## config.mk

```make
export PLATFORM = sky130hd
export DESIGN_NAME = ctl_decoder
export DESIGN_NICKNAME = d
export VERILOG_FILES = /design/src/rtl/ctl_pkg.sv /design/src/rtl/ctl_instr_dec.sv /design/src/rtl/ctl_ctrl_table.sv /design/src/rtl/ctl_flow_sel.sv /design/src/rtl/ctl_decoder.sv
export SDC_FILE = /design/constraint.sdc
export NUM_CORES = 1
export LEC_CHECK = 0
export BUFFER_PORTS_ARGS = -buffer_cell sky130_fd_sc_hd__buf_4
export CORE_MARGIN = 10
export CORE_UTILIZATION = 35
export DETAILED_ROUTE_END_ITERATION = 16
export PLACE_DENSITY = 0.63
export RECOVER_POWER = 100
export SLEW_MARGIN = 20
export SYNTH_ARGS = -nofsm -noshare
export SYNTH_HDL_FRONTEND = slang
export SYNTH_SLANG_ARGS = --single-unit
```

## constraint.sdc

```tcl
create_clock -name vclk -period 3.5
set_clock_uncertainty 0.15 [all_clocks]
set_input_delay 0.525 -clock vclk [all_inputs]
set_output_delay 0.525 -clock vclk [all_outputs]
set_load 0.005 [all_outputs]
```

## src/rtl/ctl_pkg.sv

```systemverilog
package ctl_pkg;

    localparam int OP_W  = 6;
    localparam int FN_W  = 6;
    localparam int ALU_W = 5;

    // opcode values
    localparam logic [OP_W-1:0] OP_SPECIAL = 6'b000000;
    localparam logic [OP_W-1:0] OP_J       = 6'b000010;
    localparam logic [OP_W-1:0] OP_JAL     = 6'b000011;
    localparam logic [OP_W-1:0] OP_BEQ     = 6'b000100;
    localparam logic [OP_W-1:0] OP_BNE     = 6'b000101;
    localparam logic [OP_W-1:0] OP_ADDI    = 6'b001000;
    localparam logic [OP_W-1:0] OP_ADDIU   = 6'b001001;
    localparam logic [OP_W-1:0] OP_SLTI    = 6'b001010;
    localparam logic [OP_W-1:0] OP_SLTIU   = 6'b001011;
    localparam logic [OP_W-1:0] OP_ANDI    = 6'b001100;
    localparam logic [OP_W-1:0] OP_ORI     = 6'b001101;
    localparam logic [OP_W-1:0] OP_XORI    = 6'b001110;
    localparam logic [OP_W-1:0] OP_LUI     = 6'b001111;
    localparam logic [OP_W-1:0] OP_LW      = 6'b100011;
    localparam logic [OP_W-1:0] OP_SW      = 6'b101011;

    // function values under OP_SPECIAL
    localparam logic [FN_W-1:0] FN_SLL  = 6'b000000;
    localparam logic [FN_W-1:0] FN_SRL  = 6'b000010;
    localparam logic [FN_W-1:0] FN_SRA  = 6'b000011;
    localparam logic [FN_W-1:0] FN_SLLV = 6'b000100;
    localparam logic [FN_W-1:0] FN_SRLV = 6'b000110;
    localparam logic [FN_W-1:0] FN_SRAV = 6'b000111;
    localparam logic [FN_W-1:0] FN_JR   = 6'b001000;
    localparam logic [FN_W-1:0] FN_JALR = 6'b001001;
    localparam logic [FN_W-1:0] FN_ADD  = 6'b100000;
    localparam logic [FN_W-1:0] FN_ADDU = 6'b100001;
    localparam logic [FN_W-1:0] FN_SUB  = 6'b100010;
    localparam logic [FN_W-1:0] FN_SUBU = 6'b100011;
    localparam logic [FN_W-1:0] FN_AND  = 6'b100100;
    localparam logic [FN_W-1:0] FN_OR   = 6'b100101;
    localparam logic [FN_W-1:0] FN_XOR  = 6'b100110;
    localparam logic [FN_W-1:0] FN_NOR  = 6'b100111;
    localparam logic [FN_W-1:0] FN_SLT  = 6'b101010;
    localparam logic [FN_W-1:0] FN_SLTU = 6'b101011;

    typedef enum logic [2:0] {
        PC_SEQ    = 3'd0,
        PC_BRANCH = 3'd1,
        PC_JUMP   = 3'd2,
        PC_REG    = 3'd3,
        PC_RESET  = 3'd4,
        PC_TRAP   = 3'd5,
        PC_IRQ    = 3'd6
    } pc_sel_e;

    typedef enum logic [1:0] {
        A_RS      = 2'd0,
        A_SHAMT   = 2'd1,
        A_SIXTEEN = 2'd2
    } a_sel_e;

    typedef enum logic {
        B_REG = 1'b0,
        B_IMM = 1'b1
    } b_sel_e;

    typedef enum logic [1:0] {
        WA_RD  = 2'd0,
        WA_RT  = 2'd1,
        WA_R31 = 2'd2,
        WA_R27 = 2'd3
    } wa_sel_e;

    typedef enum logic [1:0] {
        WD_ALU  = 2'd0,
        WD_MEM  = 2'd1,
        WD_LINK = 2'd2,
        WD_LESS = 2'd3
    } wd_sel_e;

    typedef enum logic [ALU_W-1:0] {
        ALU_ADD = 5'b00000,
        ALU_SUB = 5'b00001,
        ALU_AND = 5'b01000,
        ALU_OR  = 5'b01001,
        ALU_XOR = 5'b01010,
        ALU_NOR = 5'b01011,
        ALU_SLL = 5'b10000,
        ALU_SRL = 5'b10001,
        ALU_SRA = 5'b10011
    } alu_fn_e;

    typedef enum logic [1:0] {
        CMP_NONE     = 2'd0,
        CMP_SIGNED   = 2'd1,
        CMP_UNSIGNED = 2'd2
    } cmp_e;

    typedef enum logic [1:0] {
        BR_NONE = 2'd0,
        BR_EQ   = 2'd1,
        BR_NE   = 2'd2
    } br_e;

    typedef enum logic [4:0] {
        K_ILLEGAL, K_RALU, K_SHIFT_C, K_SHIFT_V, K_SLT, K_SLTU,
        K_JR, K_JALR, K_IALU_S, K_IALU_Z, K_LUI, K_SLTI, K_SLTIU,
        K_LW, K_SW, K_BEQ, K_BNE, K_J, K_JAL
    } kind_e;

    typedef struct packed {
        kind_e   kind;
        alu_fn_e alu;
    } dec_t;

    typedef struct packed {
        logic    rf_we;
        a_sel_e  a_sel;
        b_sel_e  b_sel;
        logic    sext;
        wa_sel_e wa_sel;
        wd_sel_e wd_sel;
        logic    mem_we;
        alu_fn_e alu_fn;
        pc_sel_e pc_sel;
        cmp_e    cmp;
        br_e     br;
    } ctrl_t;

    typedef struct packed {
        logic    rf_we;
        a_sel_e  a_sel;
        b_sel_e  b_sel;
        logic    sext;
        wa_sel_e wa_sel;
        wd_sel_e wd_sel;
        logic    mem_we;
        alu_fn_e alu_fn;
        pc_sel_e pc_sel;
        logic    less;
    } out_t;

    localparam ctrl_t CTRL_IDLE = '{
        rf_we: 1'b0, a_sel: A_RS, b_sel: B_REG, sext: 1'b1,
        wa_sel: WA_RD, wd_sel: WD_ALU, mem_we: 1'b0, alu_fn: ALU_ADD,
        pc_sel: PC_SEQ, cmp: CMP_NONE, br: BR_NONE
    };

    localparam out_t OUT_IDLE = '{
        rf_we: 1'b0, a_sel: A_RS, b_sel: B_REG, sext: 1'b1,
        wa_sel: WA_RD, wd_sel: WD_ALU, mem_we: 1'b0, alu_fn: ALU_ADD,
        pc_sel: PC_SEQ, less: 1'b0
    };

endpackage

```

## src/rtl/ctl_instr_dec.sv

```systemverilog
// Classifies the opcode/function pair into an instruction kind and
// the ALU operation it needs. Unsupported codes map to K_ILLEGAL.
module ctl_instr_dec
    import ctl_pkg::*;
(
    input  logic [OP_W-1:0] opcode_i,
    input  logic [FN_W-1:0] funct_i,
    output dec_t            dec_o
);

    dec_t dec_d;

    always_comb begin
        dec_d = '{kind: K_ILLEGAL, alu: ALU_ADD};
        case (opcode_i)
            OP_SPECIAL: begin
                case (funct_i)
                    FN_SLL:           dec_d = '{kind: K_SHIFT_C, alu: ALU_SLL};
                    FN_SRL:           dec_d = '{kind: K_SHIFT_C, alu: ALU_SRL};
                    FN_SRA:           dec_d = '{kind: K_SHIFT_C, alu: ALU_SRA};
                    FN_SLLV:          dec_d = '{kind: K_SHIFT_V, alu: ALU_SLL};
                    FN_SRLV:          dec_d = '{kind: K_SHIFT_V, alu: ALU_SRL};
                    FN_SRAV:          dec_d = '{kind: K_SHIFT_V, alu: ALU_SRA};
                    FN_JR:            dec_d = '{kind: K_JR,      alu: ALU_ADD};
                    FN_JALR:          dec_d = '{kind: K_JALR,    alu: ALU_ADD};
                    FN_ADD, FN_ADDU:  dec_d = '{kind: K_RALU,    alu: ALU_ADD};
                    FN_SUB, FN_SUBU:  dec_d = '{kind: K_RALU,    alu: ALU_SUB};
                    FN_AND:           dec_d = '{kind: K_RALU,    alu: ALU_AND};
                    FN_OR:            dec_d = '{kind: K_RALU,    alu: ALU_OR};
                    FN_XOR:           dec_d = '{kind: K_RALU,    alu: ALU_XOR};
                    FN_NOR:           dec_d = '{kind: K_RALU,    alu: ALU_NOR};
                    FN_SLT:           dec_d = '{kind: K_SLT,     alu: ALU_SUB};
                    FN_SLTU:          dec_d = '{kind: K_SLTU,    alu: ALU_SUB};
                    default:          dec_d = '{kind: K_ILLEGAL, alu: ALU_ADD};
                endcase
            end
            OP_ADDI, OP_ADDIU: dec_d = '{kind: K_IALU_S, alu: ALU_ADD};
            OP_ANDI:           dec_d = '{kind: K_IALU_Z, alu: ALU_AND};
            OP_ORI:            dec_d = '{kind: K_IALU_Z, alu: ALU_OR};
            OP_XORI:           dec_d = '{kind: K_IALU_Z, alu: ALU_XOR};
            OP_LUI:            dec_d = '{kind: K_LUI,    alu: ALU_SLL};
            OP_SLTI:           dec_d = '{kind: K_SLTI,   alu: ALU_SUB};
            OP_SLTIU:          dec_d = '{kind: K_SLTIU,  alu: ALU_SUB};
            OP_LW:             dec_d = '{kind: K_LW,     alu: ALU_ADD};
            OP_SW:             dec_d = '{kind: K_SW,     alu: ALU_ADD};
            OP_BEQ:            dec_d = '{kind: K_BEQ,    alu: ALU_SUB};
            OP_BNE:            dec_d = '{kind: K_BNE,    alu: ALU_SUB};
            OP_J:              dec_d = '{kind: K_J,      alu: ALU_ADD};
            OP_JAL:            dec_d = '{kind: K_JAL,    alu: ALU_ADD};
            default:           dec_d = '{kind: K_ILLEGAL, alu: ALU_ADD};
        endcase
    end

    assign dec_o = dec_d;

endmodule

```

## src/rtl/ctl_ctrl_table.sv

```systemverilog
// Maps an instruction kind to its base control vector. Branch and
// compare resolution against the flags happens downstream.
module ctl_ctrl_table
    import ctl_pkg::*;
(
    input  dec_t  dec_i,
    output ctrl_t ctrl_o
);

    ctrl_t ctrl_d;

    always_comb begin
        ctrl_d        = CTRL_IDLE;
        ctrl_d.alu_fn = dec_i.alu;
        case (dec_i.kind)
            K_RALU: begin
                ctrl_d.rf_we = 1'b1;
            end
            K_SHIFT_C: begin
                ctrl_d.rf_we = 1'b1;
                ctrl_d.a_sel = A_SHAMT;
            end
            K_SHIFT_V: begin
                ctrl_d.rf_we = 1'b1;
            end
            K_SLT, K_SLTU: begin
                ctrl_d.rf_we  = 1'b1;
                ctrl_d.wd_sel = WD_LESS;
                ctrl_d.cmp    = (dec_i.kind == K_SLT) ? CMP_SIGNED : CMP_UNSIGNED;
            end
            K_JR: begin
                ctrl_d.pc_sel = PC_REG;
            end
            K_JALR: begin
                ctrl_d.rf_we  = 1'b1;
                ctrl_d.wd_sel = WD_LINK;
                ctrl_d.pc_sel = PC_REG;
            end
            K_IALU_S, K_IALU_Z: begin
                ctrl_d.rf_we  = 1'b1;
                ctrl_d.b_sel  = B_IMM;
                ctrl_d.wa_sel = WA_RT;
                ctrl_d.sext   = (dec_i.kind == K_IALU_S);
            end
            K_LUI: begin
                ctrl_d.rf_we  = 1'b1;
                ctrl_d.a_sel  = A_SIXTEEN;
                ctrl_d.b_sel  = B_IMM;
                ctrl_d.sext   = 1'b0;
                ctrl_d.wa_sel = WA_RT;
            end
            K_SLTI, K_SLTIU: begin
                ctrl_d.rf_we  = 1'b1;
                ctrl_d.b_sel  = B_IMM;
                ctrl_d.wa_sel = WA_RT;
                ctrl_d.wd_sel = WD_LESS;
                ctrl_d.cmp    = (dec_i.kind == K_SLTI) ? CMP_SIGNED : CMP_UNSIGNED;
            end
            K_LW: begin
                ctrl_d.rf_we  = 1'b1;
                ctrl_d.b_sel  = B_IMM;
                ctrl_d.wa_sel = WA_RT;
                ctrl_d.wd_sel = WD_MEM;
            end
            K_SW: begin
                ctrl_d.b_sel  = B_IMM;
                ctrl_d.mem_we = 1'b1;
            end
            K_BEQ, K_BNE: begin
                ctrl_d.pc_sel = PC_BRANCH;
                ctrl_d.br     = (dec_i.kind == K_BEQ) ? BR_EQ : BR_NE;
            end
            K_J: begin
                ctrl_d.pc_sel = PC_JUMP;
            end
            K_JAL: begin
                ctrl_d.rf_we  = 1'b1;
                ctrl_d.wa_sel = WA_R31;
                ctrl_d.wd_sel = WD_LINK;
                ctrl_d.pc_sel = PC_JUMP;
            end
            default: begin
                ctrl_d.rf_we  = 1'b1;
                ctrl_d.wa_sel = WA_R27;
                ctrl_d.wd_sel = WD_LINK;
                ctrl_d.pc_sel = PC_TRAP;
            end
        endcase
    end

    assign ctrl_o = ctrl_d;

endmodule

```

## src/rtl/ctl_flow_sel.sv

```systemverilog
// Resolves branch direction and the less-than bit from the ALU flags,
// then applies reset and interrupt overrides in priority order.
module ctl_flow_sel
    import ctl_pkg::*;
(
    input  ctrl_t ctrl_i,
    input  logic  rst_i,
    input  logic  irq_i,
    input  logic  zero_i,
    input  logic  neg_i,
    input  logic  ovf_i,
    input  logic  carry_i,
    output out_t  out_o
);

    out_t out_d;
    logic taken_d;
    logic less_d;

    always_comb begin
        taken_d = ((ctrl_i.br == BR_EQ) &&  zero_i) ||
                  ((ctrl_i.br == BR_NE) && !zero_i);

        case (ctrl_i.cmp)
            CMP_SIGNED:   less_d = neg_i ^ ovf_i;
            CMP_UNSIGNED: less_d = ~carry_i;
            default:      less_d = 1'b0;
        endcase

        out_d.rf_we  = ctrl_i.rf_we;
        out_d.a_sel  = ctrl_i.a_sel;
        out_d.b_sel  = ctrl_i.b_sel;
        out_d.sext   = ctrl_i.sext;
        out_d.wa_sel = ctrl_i.wa_sel;
        out_d.wd_sel = ctrl_i.wd_sel;
        out_d.mem_we = ctrl_i.mem_we;
        out_d.alu_fn = ctrl_i.alu_fn;
        out_d.pc_sel = ctrl_i.pc_sel;
        out_d.less   = less_d;
        if ((ctrl_i.br != BR_NONE) && !taken_d) begin
            out_d.pc_sel = PC_SEQ;
        end

        if (rst_i) begin
            out_d        = OUT_IDLE;
            out_d.pc_sel = PC_RESET;
        end else if (irq_i) begin
            out_d        = OUT_IDLE;
            out_d.rf_we  = 1'b1;
            out_d.wa_sel = WA_R27;
            out_d.wd_sel = WD_LINK;
            out_d.pc_sel = PC_IRQ;
        end
    end

    assign out_o = out_d;

endmodule

```

## src/rtl/ctl_decoder.sv

```systemverilog
module ctl_decoder
    import ctl_pkg::*;
(
    input  logic             rst_i,
    input  logic             irq_i,
    input  logic [OP_W-1:0]  opcode_i,
    input  logic [FN_W-1:0]  funct_i,
    input  logic             zero_i,
    input  logic             neg_i,
    input  logic             ovf_i,
    input  logic             carry_i,
    output logic             rf_we_o,
    output logic [1:0]       a_sel_o,
    output logic             b_sel_o,
    output logic             sext_o,
    output logic [1:0]       wa_sel_o,
    output logic [1:0]       wd_sel_o,
    output logic             mem_we_o,
    output logic [ALU_W-1:0] alu_fn_o,
    output logic [2:0]       pc_sel_o,
    output logic             less_o
);

    dec_t  dec_d;
    ctrl_t ctrl_d;
    out_t  out_d;

    ctl_instr_dec u_dec (
        .opcode_i (opcode_i),
        .funct_i  (funct_i),
        .dec_o    (dec_d)
    );

    ctl_ctrl_table u_table (
        .dec_i  (dec_d),
        .ctrl_o (ctrl_d)
    );

    ctl_flow_sel u_flow (
        .ctrl_i  (ctrl_d),
        .rst_i   (rst_i),
        .irq_i   (irq_i),
        .zero_i  (zero_i),
        .neg_i   (neg_i),
        .ovf_i   (ovf_i),
        .carry_i (carry_i),
        .out_o   (out_d)
    );

    assign rf_we_o  = out_d.rf_we;
    assign a_sel_o  = out_d.a_sel;
    assign b_sel_o  = out_d.b_sel;
    assign sext_o   = out_d.sext;
    assign wa_sel_o = out_d.wa_sel;
    assign wd_sel_o = out_d.wd_sel;
    assign mem_we_o = out_d.mem_we;
    assign alu_fn_o = out_d.alu_fn;
    assign pc_sel_o = out_d.pc_sel;
    assign less_o   = out_d.less;

endmodule

```

==> results of run 1 <==
==> worst max-delay path, stage by stage <==
cell	delay [ps]
buf_2	140
nor2b_1	250
nor3b_1	90
a221oi_1	330
o22a_1	300
nand3_1	110
a21boi_1	150
ha_1	220
nor2b_1	120
a21oi_1	110
nor3_1	60
buf_4	130
==> stage by stage <==
stage / hold WS (ps) / worst slack, ps / cells / area [um^2]
2_1_floorplan: 998 / 673 / 141 / 926
3_3_place_gp: 1200 / 320 / 198 / 1180
3_5_place_dp: 1200 / 201 / 198 / 1180
4_1_cts: 1200 / 183 / 198 / 1180
5_1_grt: 1230 / 32.1 / 198 / 1180
6_report: 1200 / 275 / 198 / 1180
==> where the power goes <==
group | total [mW] | internal, mW | switching [mW] | leakage (nW)
Combinational | 0.117 | 0.0522 | 0.0653 | 0.457
Sequential | 0 | 0 | 0 | 0
Clock | 0 | 0 | 0 | 0
Total | 0.117 | 0.0522 | 0.0653 | 0.457
==> metal layers <==
layer	vias up	global-route usage
li1	587	-
met4	0	0.00860
met1	563	0.152
met3	6	0.0179
met2	60	0.189
met5	-	0
==> cells in the final DEF, fill, tap and decap left out, types with 2 or more instances in the layout <==
cell type	Yosys	final
buf_4	3	30
o21ai_0	12	14
a21oi_1	13	13
nor2_1	12	12
nand2_1	11	11
nor2b_1	7	8
a32oi_1	5	5
clkbuf_4	0	5
nand3_1	4	4
inv_1	3	3
nand3b_1	3	3
xor2_1	3	3
nor3_1	3	3
a2bb2oi_1	2	2
nand2b_1	2	2
nor3b_1	2	2
a221oi_1	2	2
a22oi_1	2	2
o22a_1	1	2
or2_2	2	2
o22ai_1	2	2
a2111o_1	2	2
o21ba_1	2	2
ha_1	2	2
clkbuf_1	3	2
==> logic make-up (layout without fill, tap and decap cells) <==
| logic type | Yosys count | in the layout | synth area share |
|---|---|---|---|
| buf+inv | 15 | 42 | 0.0865 |
| compound gates | 56 | 56 | 0.426 |
| other cells | 1 | 1 | 0.00405 |
| xor+xnor | 4 | 4 | 0.0378 |
| fa+ha+maj | 3 | 3 | 0.0392 |
| mux | 2 | 2 | 0.0230 |
| simple gates | 60 | 60 | 0.384 |
==> worst min path at each step <==
stage / from / endpoint / slack (ps) / cells past startpoint
2_1_floorplan: irq_i / pc_sel_o[2] / 1000 / 2
6_report: rst_i / wa_sel_o[1] / 1200 / 3
4_1_cts: rst_i / wa_sel_o[1] / 1200 / 3
5_1_grt: rst_i / wa_sel_o[1] / 1230 / 3
3_5_place_dp: rst_i / wa_sel_o[1] / 1200 / 3
3_3_place_gp: rst_i / pc_sel_o[1] / 1200 / 3
==> what timing repair did <==
action	in CTS	in global routing
gates resized for setup	0	2
hold endpoints to repair	0	0
setup endpoints to repair	0	1
==> cell usage after synthesis, drive strengths merged (2+ instances only) <==
master / count
o22a: 2
ha: 2
a21oi: 13
nand2b: 2
nor3b: 2
nor2: 13
o21ai: 15
a21boi: 2
a2111o: 2
nor3: 4
a221oi: 2
nand3: 4
a22oi: 2
clkbuf: 3
a32oi: 5
inv: 4
xor2: 3
buf: 8
a2bb2oi: 2
or2: 2
o21ba: 2
nor4: 2
nand3b: 3
nand2: 12
o22ai: 3
nor2b: 9
==> layout make-up <==
cell class / count / area (um^2) / share of cell area
multi-input cells: 126 / 855 / 0.723
repair buffers: 38 / 275 / 0.233
well taps: 30 / 37.5 / 0.0317
inverters: 4 / 15.0 / 0.0127
==> out/results.ini, run 1 <==
[yosys]
syn-instance-count = 141
synth.area.top_cells = a21oi_1, o21ai_0, nor2_1, a32oi_1, nor2b_1
syn_area_um2 = 926
netlist.area_leader.share = 0.0703
syn-num-nets = 161
synth_area_per_cell_um2 = 6.57
synth.distinct_cells = 56
ys_warn_count = 0
yosysSeqAreaShare = 0
synth_top_area_cell = a21oi_1

[sta]
fmax_ghz = 0.310
tightestPinTransition_ps = 515
finalSetupViolations = 0
hold_viol_final = 0
slew-limit-headroom = 0.653
period_minus_slack_ps = 3220
final-max-slew-violation-count = 0
setup_tns_ps = 0
period_share = 0.921
rsz0062_at_grt = no

[flow_run]
cap_viol_max_count = 0

[setup_path]
crit_arrival_ps = 2550
endpoint = less_o
crit_required_ps = 2820
crit_path_start_kind = primary input
critPathKind = primary input to output pin
critPathMaxFanout = 7
critPathCaptureType = output pin
cp-startpoint = funct_i[1]

[drt]
met1_length_um = 1420
ant_nets = 0
drc = 0
via_per_inst = 6.14
first_pass_iters = 4
top_layer_used = met4
wl_um = 3170
first_iter_violations = 88
route.met3.wl_um = 231
wl_per_cell_um = 16.0
dr_total_vias = 1216
dr_wl_met2_um = 1480

[floorplanning]
dieHeight_um = 71.4
core_um2 = 2500
die_w_um = 71.4
die_area_um2 = 5100
rows = 18
start_util = 0.370
ios = 37

[final_layout]
fillers = 264
syn_to_final_growth_pct = 27.7
drive_gt1_frac = 0.292
seq_area_um2 = 0
antenna_cells = 0
postLayoutCoreUtil = 0.473
design.seq.count = 0
nClkBuffers = 0
layout.nets = 190

[global_route]
grt_first_pass_wirelength_um = 5240
antenna_found_initial = 0
track_usage = 0.113
grt_pass1_vias = 1131
grt_max_degree = 16
grt-ovfl-total = 0

[placed_design]
gp_congestion = 0.904
dp_hpwl_um = 2540
io_buffers = 36

[clock_tree]
post-cts-setup-buffer-count = 0
holdBufCountCts = 0

[run_status]
status = finished clean

[pwr]
p_per_area_nw_per_um2 = 99.3
leakagePower_nw = 0.457
ir_drop_mv = 0.0562
totalPowerFinal_mw = 0.117

[worst_hold_path]
hp-class = primary input to output pin

(Power assumes the default switching activity.)
==> inputs of run 2 (changes only) <==
ABC_AREA = 1   (was default)
CORE_MARGIN = default   (was 10)
PLACE_DENSITY = 0.62   (was 0.63)
==> run 2 against run 1 <==
  * Combinational power down 9%
  * Synthesized area up 5.8%
  * Final cell count up 23%
  * Design area up 2.8%
  * Worst hold slack better by 8.2 ps
  * Critical path depth unchanged
  * Via count up 7.2%
  * Non-clock buffer count down 2
  * Power down 8.7%
  * Routed wire length down 5.8%
  * First-iteration DRC count down 65%
  * Fmax up 5.3%
==> out/results.ini, run 2 <==
[setup_path]
worst_path_max_delay_cell = nor2_4
cp.buffers_inverters = 3
crit_required_ps = 2820
critPathMaxStageDelay_ps = 290
path_delay_family = simple AND/OR/NAND/NOR gates
critPathKind = primary input to output pin
crit_path_start_kind = primary input
worstPathCellList = clkbuf_1 > nor2_4 > nand3_1 > nor2_8 > nand3_1 > nand2_1 > nand3_1 > nand2_1 > inv_2 > ha_1 > nor3_1 > clkbuf_4
crit_top_cell = nand3_1
critPathMaxFanout = 12
crit_arrival_ps = 2390
critPathCaptureType = output pin

[sta]
hold_ws_ps = 1210
period_minus_slack_ps = 3060
fmax_ghz = 0.327
hold_viol_final = 0
finalSetupViolations = 0
period_share = 0.875
rsz0062_at_grt = no
setup_tns_ps = 0
final-max-slew-violation-count = 0
finalWorstSetupSlack_ps = 438

[final_layout]
seq_area_um2 = 0
design.seq.count = 0
nClkBuffers = 0
antenna_cells = 0
mostFrequentLayoutCells = nand2_1, nand3_1, inv_1, buf_4, nor2_1
syn_to_final_growth_pct = 24.0
fin_area_um2 = 1210
layout.nets = 236
drive_gt1_frac = 0.252
postLayoutCoreUtil = 0.473
final_common_cell = nand2_1
layout.cells.non_filler = 244

[run_status]
status = finished clean

[drt]
dr_total_vias = 1303
first_iter_violations = 31
drc = 0
wl_per_cell_um = 12.2
wl_um = 2980
ant_nets = 0
first_pass_iters = 4
via_per_inst = 5.34

[floorplanning]
ios = 37
die_area_um2 = 3010
start_util = 0.382
die_w_um = 54.9
core_um2 = 2570
dieHeight_um = 54.9
rows = 18

[yosys]
ys_top_cells_by_count = nand2_1, inv_1, nand3_1
synth_top_area_cell = nand2_1
synth.distinct_cells = 31
syn-num-nets = 201
netlist.area_leader.share = 0.146
synth_area_per_cell_um2 = 5.41
synth.most_common_cell = nand2_1
syn_area_um2 = 980
synth.area.top_cells = nand2_1, nand3_1, inv_1, nor2_1, nand3_4
ys_warn_count = 0
syn-instance-count = 181
yosysSeqAreaShare = 0

[clock_tree]
post-cts-setup-buffer-count = 0
holdBufCountCts = 0
cts-resized-gates = 0

[placed_design]
dp.cells = 244
postPlaceCellArea_um2 = 1260
place_ws_ps = 518
dp_hpwl_um = 2530
io_buffers = 36
gp_congestion = 0.863

[pwr]
p_per_area_nw_per_um2 = 88.2
totalPowerFinal_mw = 0.107
ir_drop_mv = 0.0492
leakagePower_nw = 0.701

[worst_hold_path]
hp-class = primary input to output pin
whs_path_depth = 3
min_from = irq_i
min_to = alu_fn_o[1]

[flow_run]
cap_viol_max_count = 0

[global_route]
grt_max_degree = 13
antenna_found_initial = 0
grt_first_pass_wirelength_um = 4900
grt_pass1_vias = 1161
track_usage = 0.217
grt-ovfl-total = 0

-- run 2: cell types whose count changed in the layout (fill, tap and decap cells not counted), sizes merged, moves of 5 or more --
cell   delta
o21ai    -12
nor2b     -9
nand2    +29
nand3    +31
a21oi     -7
inv      +27
nor2     +20
a32oi     -5
nand4     +6
-- run 2: cell type report --
cell class,count,area (um^2)
fill,303,1350
inverter,31,116
tap,30,37.5
timing repair buffer,36,263
multi-input combinational,147,798
-- run 2: worst max-delay path by stage --
stage / from / to / cells past startpoint
2_1_floorplan: opcode_i[0] / less_o / 10
3_3_place_gp: opcode_i[5] / less_o / 12
3_5_place_dp: opcode_i[5] / less_o / 12
4_1_cts: opcode_i[5] / less_o / 12
5_1_grt: opcode_i[1] / wa_sel_o[1] / 11
6_report: opcode_i[5] / less_o / 12
-- run 2: power by group --
| group | leakage, nW | internal [mW] | total, mW | switching, mW |
|---|---|---|---|---|
| Combinational | 0.701 | 0.0420 | 0.107 | 0.0652 |
| Clock | 0 | 0 | 0 | 0 |
| Sequential | 0 | 0 | 0 | 0 |
-- run 2: tightest hold or removal path, stage by stage --
cell      delay [ps]
buf_4            130
a311oi_1          50
buf_4            130
-- run 2: metal layers --
layer | routed length [um] | global-route usage
met1 | 1370 | 0.273
met2 | 1440 | 0.418
met3 | 138 | 0.00273
met4 | 31 | 0.0250
met5 | 0 | 0
-- run 2: cell families (layout without fill, tap and decap cells) --
kind of cell | count (synthesis) | after routing | share of synthesized area
AO/OA/AOI/OAI | 21 | 21 | 0.146
XOR/XNOR | 1 | 1 | 0.00894
adder cells (fa/ha/maj) | 2 | 2 | 0.0255
buffers and inverters | 34 | 67 | 0.146
other | 1 | 1 | 0.00383
AND/OR/NAND/NOR | 122 | 122 | 0.671
